### config.mk
export PLATFORM = sky130hd
export DESIGN_NAME = tx_power_sequencer
export DESIGN_NICKNAME = d
export VERILOG_FILES = /design/src/rtl/seq_pkg.sv /design/src/rtl/tick_window.sv /design/src/rtl/event_holder.sv /design/src/rtl/tx_power_sequencer.sv
export SDC_FILE = /design/constraint.sdc
export NUM_CORES = 1
export LEC_CHECK = 0
export ABC_CLOCK_PERIOD_IN_PS = 1700
export BUFFER_PORTS_ARGS = -buffer_cell sky130_fd_sc_hd__buf_2
export CAP_MARGIN = 20
export CORE_AREA = 8 8 76 78
export DETAILED_ROUTE_END_ITERATION = 16
export DIE_AREA = 0 0 84 86
export GPL_TIMING_DRIVEN = 1
export PLACE_DENSITY = 0.72
export RECOVER_POWER = 25
export SYNTH_ARGS = -nofsm -noshare
export SYNTH_HDL_FRONTEND = slang
export SYNTH_HIERARCHICAL = 1
export SYNTH_SLANG_ARGS = --single-unit
### constraint.sdc
create_clock -name clk -period 1.7 [get_ports clk]
set_input_delay 0.085 -clock clk [delete_from_list [all_inputs] [get_ports clk]]
set_output_delay 0.085 -clock clk [all_outputs]
set_load 0.1 [all_outputs]
### src/rtl/seq_pkg.sv
package seq_pkg;
  typedef enum logic [1:0] {
    ST_IDLE   = 2'd0,
    ST_SAMPLE = 2'd1,
    ST_SETTLE = 2'd2,
    ST_BURST  = 2'd3
  } seq_state_t;
endpackage

### src/rtl/tick_window.sv
module tick_window #(
  parameter int LIMIT = 4
) (
  input  logic clk,
  input  logic rst,
  input  logic run,
  input  logic tick,
  output logic done
);
  localparam int CW = $clog2(LIMIT + 1);
  localparam logic [CW-1:0] LAST = CW'(LIMIT - 1);

  logic [CW-1:0] cnt;

  assign done = run && tick && (cnt == LAST);

  always_ff @(posedge clk) begin
    if (rst || !run) begin
      cnt <= '0;
    end else if (tick) begin
      if (cnt == LAST) cnt <= '0;
      else             cnt <= cnt + 1'b1;
    end
  end

  AST_CNT_IN_RANGE: assert property (@(posedge clk) disable iff (rst)
    cnt <= LAST);
  AST_HOLD_NO_TICK: assert property (@(posedge clk) disable iff (rst)
    (run && !tick) |=> (cnt == $past(cnt) || !$past(run)));
endmodule

### src/rtl/event_holder.sv
module event_holder (
  input  logic clk,
  input  logic rst,
  input  logic event_in,
  input  logic claim,
  output logic pending
);
  always_ff @(posedge clk) begin
    if (rst) pending <= 1'b0;
    else     pending <= event_in || (pending && !claim);
  end

  AST_EVENT_KEPT: assert property (@(posedge clk) disable iff (rst)
    event_in |=> pending);
endmodule

### src/rtl/tx_power_sequencer.sv
module tx_power_sequencer #(
  parameter int ADC_W        = 10,
  parameter int PERIOD_TICKS = 100000,
  parameter int SETTLE_TICKS = 400,
  parameter int BURST_TICKS  = 13
) (
  input  logic             clk,
  input  logic             rst,
  input  logic             tick,
  input  logic [ADC_W-1:0] thresh,
  input  logic             stream_en,
  input  logic             event_in,
  output logic             adc_req,
  input  logic             adc_valid,
  input  logic [ADC_W-1:0] adc_data,
  output logic             osc_en,
  output logic             tx_en,
  output logic             pkt_start
);
  import seq_pkg::*;

  localparam int NWIN = 3;
  localparam int WIN_PERIOD = 0;
  localparam int WIN_SETTLE = 1;
  localparam int WIN_BURST  = 2;

  seq_state_t state;
  logic       check_pend;
  logic       evt_pend;
  logic       grant;
  logic       energy_ok;
  logic [NWIN-1:0] win_run;
  logic [NWIN-1:0] win_done;

  assign win_run[WIN_PERIOD] = 1'b1;
  assign win_run[WIN_SETTLE] = (state == ST_SETTLE);
  assign win_run[WIN_BURST]  = (state == ST_BURST);

  for (genvar g = 0; g < NWIN; g++) begin : g_win
    localparam int LIM = (g == WIN_PERIOD) ? PERIOD_TICKS :
                         (g == WIN_SETTLE) ? SETTLE_TICKS : BURST_TICKS;
    tick_window #(.LIMIT(LIM)) i_win (
      .clk (clk),
      .rst (rst),
      .run (win_run[g]),
      .tick(tick),
      .done(win_done[g])
    );
  end

  assign energy_ok = (adc_data >= thresh);
  assign grant = (state == ST_SAMPLE) && adc_valid && energy_ok &&
                 (stream_en || evt_pend);

  event_holder i_evt (
    .clk     (clk),
    .rst     (rst),
    .event_in(event_in),
    .claim   (grant),
    .pending (evt_pend)
  );

  always_ff @(posedge clk) begin
    if (rst) begin
      check_pend <= 1'b0;
    end else if (win_done[WIN_PERIOD]) begin
      check_pend <= 1'b1;
    end else if (state == ST_IDLE && check_pend) begin
      check_pend <= 1'b0;
    end
  end

  always_ff @(posedge clk) begin
    if (rst) begin
      state     <= ST_IDLE;
      adc_req   <= 1'b0;
      osc_en    <= 1'b0;
      tx_en     <= 1'b0;
      pkt_start <= 1'b0;
    end else begin
      pkt_start <= 1'b0;
      unique case (state)
        ST_IDLE: begin
          if (check_pend) begin
            state   <= ST_SAMPLE;
            adc_req <= 1'b1;
          end
        end
        ST_SAMPLE: begin
          if (adc_valid) begin
            adc_req <= 1'b0;
            if (grant) begin
              state  <= ST_SETTLE;
              osc_en <= 1'b1;
            end else begin
              state <= ST_IDLE;
            end
          end
        end
        ST_SETTLE: begin
          if (win_done[WIN_SETTLE]) begin
            state     <= ST_BURST;
            tx_en     <= 1'b1;
            pkt_start <= 1'b1;
          end
        end
        ST_BURST: begin
          if (win_done[WIN_BURST]) begin
            state  <= ST_IDLE;
            tx_en  <= 1'b0;
            osc_en <= 1'b0;
          end
        end
        default: state <= ST_IDLE;
      endcase
    end
  end

  AST_TX_NEEDS_OSC: assert property (@(posedge clk) disable iff (rst)
    tx_en |-> osc_en);
  AST_PKT_SINGLE: assert property (@(posedge clk) disable iff (rst)
    pkt_start |=> !pkt_start);
  AST_PKT_AT_TX_RISE: assert property (@(posedge clk) disable iff (rst)
    pkt_start |-> (tx_en && !$past(tx_en)));
  AST_OSC_NEEDS_ENERGY: assert property (@(posedge clk) disable iff (rst)
    $rose(osc_en) |-> ($past(adc_valid) && $past(adc_data >= thresh)));
  AST_REQ_HELD: assert property (@(posedge clk) disable iff (rst)
    (adc_req && !adc_valid) |=> adc_req);
  AST_NO_REQ_RADIO_UP: assert property (@(posedge clk) disable iff (rst)
    adc_req |-> !osc_en);
  AST_DROP_TOGETHER: assert property (@(posedge clk) disable iff (rst)
    $fell(tx_en) |-> !osc_en);
endmodule

==> results by stage <==
Status:
- The flow ran to the end, but the final reports show violations.
- The checks that failed: negative setup slack.

Global routing:
- The overall track demand over capacity in global routing is between 10% and 20%.
- The maximum number of pins on one net before global-route repair is 15.
- The sum of overflow across all layers after global routing is 0.
- The via count of the first global-routing pass is between 1,500 and 2,000.
- The global-route wire length before repair is 7710 um.
- The initial antenna violation count came to 0.

Floorplan:
- The I/O pin count is 30.
- From bottom edge to top edge, the die measures approximately 86 um.
- The die covers between 0.007 and 0.008 mm^2.
- For this configuration, the core starts out at a cell density of ~46%.
- Measured along the x axis, the die boundary spans approximately 84 um.
- Row generation in the floorplan step produced 25 rows.
- The core region is ~0.0046 mm^2.

Yosys:
- The portion of the post-synthesis area used by sequential elements is about 36%.
- Ranked by instance count, the synthesized netlist is headed by sky130_fd_sc_hd__dfxtp_1 (38), sky130_fd_sc_hd__nor2_1 (29), sky130_fd_sc_hd__inv_1 (22), sky130_fd_sc_hd__nand2_1 (15), sky130_fd_sc_hd__ha_1 (14).
- The gate count of the mapped netlist is about 250.
- After synthesis, the largest area contributor takes up approximately 36% of total cell area.
- In the post-synthesis netlist, the cell with the most instances is sky130_fd_sc_hd__dfxtp_1.
- In this run, synthesis produced a sequential element count of 38.
- Sorting the synthesized cells by area gives the leading types as sky130_fd_sc_hd__dfxtp_1 (36%), sky130_fd_sc_hd__ha_1 (8.3%), sky130_fd_sc_hd__nor2_1 (5.2%).
- Counting flops with a built-in enable in the synthesized netlist gives 0.
- Summed over all instances, the cell type with the most area after synthesis is sky130_fd_sc_hd__dfxtp_1.
- The synthesized area is approximately 0.0021 mm^2.
- The synthesized area per cell is between 8 and 9 um^2.
- The most instantiated flip-flop cell in the synthesis netlist is sky130_fd_sc_hd__dfxtp_1.
- The number of distinct standard cells referenced by the synthesized netlist is slightly above 50.
- The share of async-settable or async-resettable flops after synthesis is 0%.
- The number of warnings issued by yosys is 6.

Cells and area:
- The antenna cell count is 0.
- The multi-input gate area in the final layout is about 0.0013 mm^2.
- The end-of-flow core utilization is 57.3%.
- The number of fill cells in the layout is ~430.
- The relative area change from synthesis to final layout is 25.5%.
- The proportion of layout cells with a drive suffix above 1 is between 20 and 30%.
- The flip-flop and latch area is between 700 and 800 um^2.
- In the final design database the tool counted 350 nets.

Clock tree:
- The clock reaches the later pin of the worst-skew pair after about 0.28 ns.
- The CTS tree is done.
- The maximum buffer depth of the clock tree is 2.
- The number of buffers inserted by hold repair at cts is 0.
- Clock-pin slew was measured on the worst setup and hold paths at 0.07 ns.
- The tree built by TritonCTS fans out to 38 sinks.
- The total setup buffers inserted after CTS is 0.
- The CTS buffer count is 5.
- In this run the clock root is driven by a sky130_fd_sc_hd__clkbuf_8.
- The clock tree synthesis step divided the H-tree into 2 levels.

Critical path:
- The kind of start point of the critical path is a flop.
- For the worst setup path, the data arrival time is a little under 2 ns.
- Data on the critical path is required at its endpoint by about 1.9 ns.
- The endpoint class of the critical path is a flop.
- The largest fanout of any net on the critical path is 5.
- The worst setup path is of the reg2reg kind.

Route:
- The average wire per cell in the routed design is 12.2 um.
- The number of DRC markers after the initial detailed-route iteration is 75.
- For this run, design rule violations remaining after detail routing come to 0.
- The first-pass iteration count of the detailed router is 4.
- In this run the remaining antenna-violating nets after routing total 0.
- The via-per-instance ratio is between 5 and 6.
- The total detailed-routing wirelength is between 4000 and 5000 um.
- The total number of vias is ~1,900.

STA:
- The worst relative slew slack is between 60 and 70%.
- The final critical-path share of the clock period is 106%.
- The number of max-slew violations in the final report came to 0.
- The fmax is roughly 560 MHz.
- The largest clock skew in the final design is between 0.007 and 0.008 ns.
- The number of hold-slack violations in the final timing report came to 0.
- The worst slack on hold paths is roughly 0.038 ns.
- Setup violations remaining at the end of the flow were counted as 13.
- The final total negative setup slack is -1.10 ns.
- At the pin with the least slew margin, the transition time is between 0.5 and 0.6 ns.
- Setup repair after global routing could not meet its margin everywhere.
- The final worst-path setup slack is -0.0940 ns.
- The final period demand of the worst path is about 1.8 ns.

Pwr:
- IR analysis of the VDD net gives a maximum drop of 512 uV.
- The total leakage power is 1.03 nW.
- The ratio of total power to cell area is a little over 600 mW/mm^2.

Placed design:
- OpenSTA, run right after detailed placement, puts the worst setup slack at -0.0804 ns.
- The number of input and output port buffers inserted is 29.
- The routability-driven placement congestion ratio is around 0.77.
- The HPWL after detailed placement is approximately 3400 um.

Flow run:
- Across the run, the number of max-cap violations was 0.

Hold path:
- The worst hold path class is in2reg.
repair_timing:
| action | in CTS | in global routing |
|---|---|---|
| hold endpoints to repair | 0 | 0 |
| endpoints found under the setup margin | 17 | 20 |
| gates resized for setup | 4 | 7 |
| pin swaps | 6 | 2 |
where the power goes:
part           leakage, nW  internal [W]  switching [W]  total [W]
logic                0.685     0.0000632      0.0000680   0.000131
clock network       0.0383      0.000282       0.000288   0.000570
registers            0.307      0.000893     0.00000171   0.000895
registers in the layout, indices dropped and copies added (netlist names), named ones only:
register         count
osc_en               1
g_win.i_win/cnt     30
tx_en                1
adc_req              1
pkt_start            1
check_pend           1
state                1
i_evt/pending        1
worst paths after layout:
| check | cells after the start | start | slack, ns | to |
|---|---|---|---|---|
| worst max-delay path | 5 | g_win[0].i_win/cnt[11] | -0.09 | g_win[0].i_win/cnt[7] |
| worst max register to register | 5 | g_win[0].i_win/cnt[11] | -0.09 | g_win[0].i_win/cnt[7] |
| worst min register to register | 1 | tx_en | 0.45 | tx_en |
| worst min-delay path | 3 | event_in | 0.04 | i_evt/pending |
metrics by stage:
step	total power (W)	instances	area, um^2
floorplan	0.000991	247	2110
global placement	0.00104	357	2530
detailed placement	0.00104	357	2530
CTS	0.00161	364	2620
global route	0.00166	364	2640
finish	0.00160	364	2640
layout make-up:
cell class,instances,share of cell area [%]
inverters,22,3.13
clock buffers,7,2.90
multi-input cells,183,47.8
repair buffers,60,14.6
flip-flops and latches,38,29.0
well taps,54,2.56
worst max-delay path, stage by stage (launching register included):
cell and delay, ns:
sky130_fd_sc_hd__dfxtp_2 0.32, sky130_fd_sc_hd__or4b_1 0.52, sky130_fd_sc_hd__or4_4 0.48, sky130_fd_sc_hd__o21ai_4 0.18, sky130_fd_sc_hd__buf_6 0.15, sky130_fd_sc_hd__nor2_2 0.03
per-layer routing:
metal,global-route usage (%),wire length [um],vias up
met3,2.84,167,7
met4,4.24,48,0
met2,22.4,2260,34
li1,-,-,993
met5,0,0,-
met1,13.7,1970,879
layout by cell type (no fill, tap or decap), types with 2 or more instances in the layout:
cell | Yosys | routed
sky130_fd_sc_hd__mux2i_1 | 4 | 4
sky130_fd_sc_hd__nand4_1 | 13 | 13
sky130_fd_sc_hd__xnor2_1 | 12 | 12
sky130_fd_sc_hd__nor2_2 | 1 | 6
sky130_fd_sc_hd__ha_1 | 14 | 14
sky130_fd_sc_hd__or3_1 | 3 | 3
sky130_fd_sc_hd__buf_6 | 1 | 2
sky130_fd_sc_hd__nor2_1 | 29 | 24
sky130_fd_sc_hd__inv_1 | 22 | 22
sky130_fd_sc_hd__o21ai_0 | 5 | 5
sky130_fd_sc_hd__nand2_1 | 15 | 15
sky130_fd_sc_hd__clkbuf_8 | 0 | 5
sky130_fd_sc_hd__nor4_1 | 8 | 7
sky130_fd_sc_hd__a211o_1 | 2 | 2
sky130_fd_sc_hd__xor2_1 | 7 | 7
sky130_fd_sc_hd__clkbuf_1 | 1 | 2
sky130_fd_sc_hd__nand3b_1 | 2 | 2
sky130_fd_sc_hd__buf_4 | 0 | 29
sky130_fd_sc_hd__o211ai_1 | 2 | 2
sky130_fd_sc_hd__o31ai_1 | 3 | 3
sky130_fd_sc_hd__buf_2 | 2 | 28
sky130_fd_sc_hd__nor3_1 | 5 | 5
sky130_fd_sc_hd__nand2b_1 | 5 | 5
sky130_fd_sc_hd__o21a_1 | 2 | 2
sky130_fd_sc_hd__dfxtp_2 | 0 | 2
sky130_fd_sc_hd__dfxtp_1 | 38 | 36
sky130_fd_sc_hd__a21oi_1 | 13 | 13
sky130_fd_sc_hd__conb_1 | 1 | 2
sky130_fd_sc_hd__a31oi_1 | 2 | 2
sky130_fd_sc_hd__nand3_1 | 10 | 10
logic make-up (layout without fill, tap and decap cells):
logic type,after synthesis,count (layout),share of synthesized area (%)
other cells,1,2,0.179
simple gates,105,105,27.3
buf+inv,26,89,5.12
compound gates,39,39,13.0
flops,38,38,36.2
xor+xnor,19,19,7.92
mux,4,4,1.91
fa+ha+maj,14,14,8.34
Note: power is estimated with default switching activity, not from simulation.
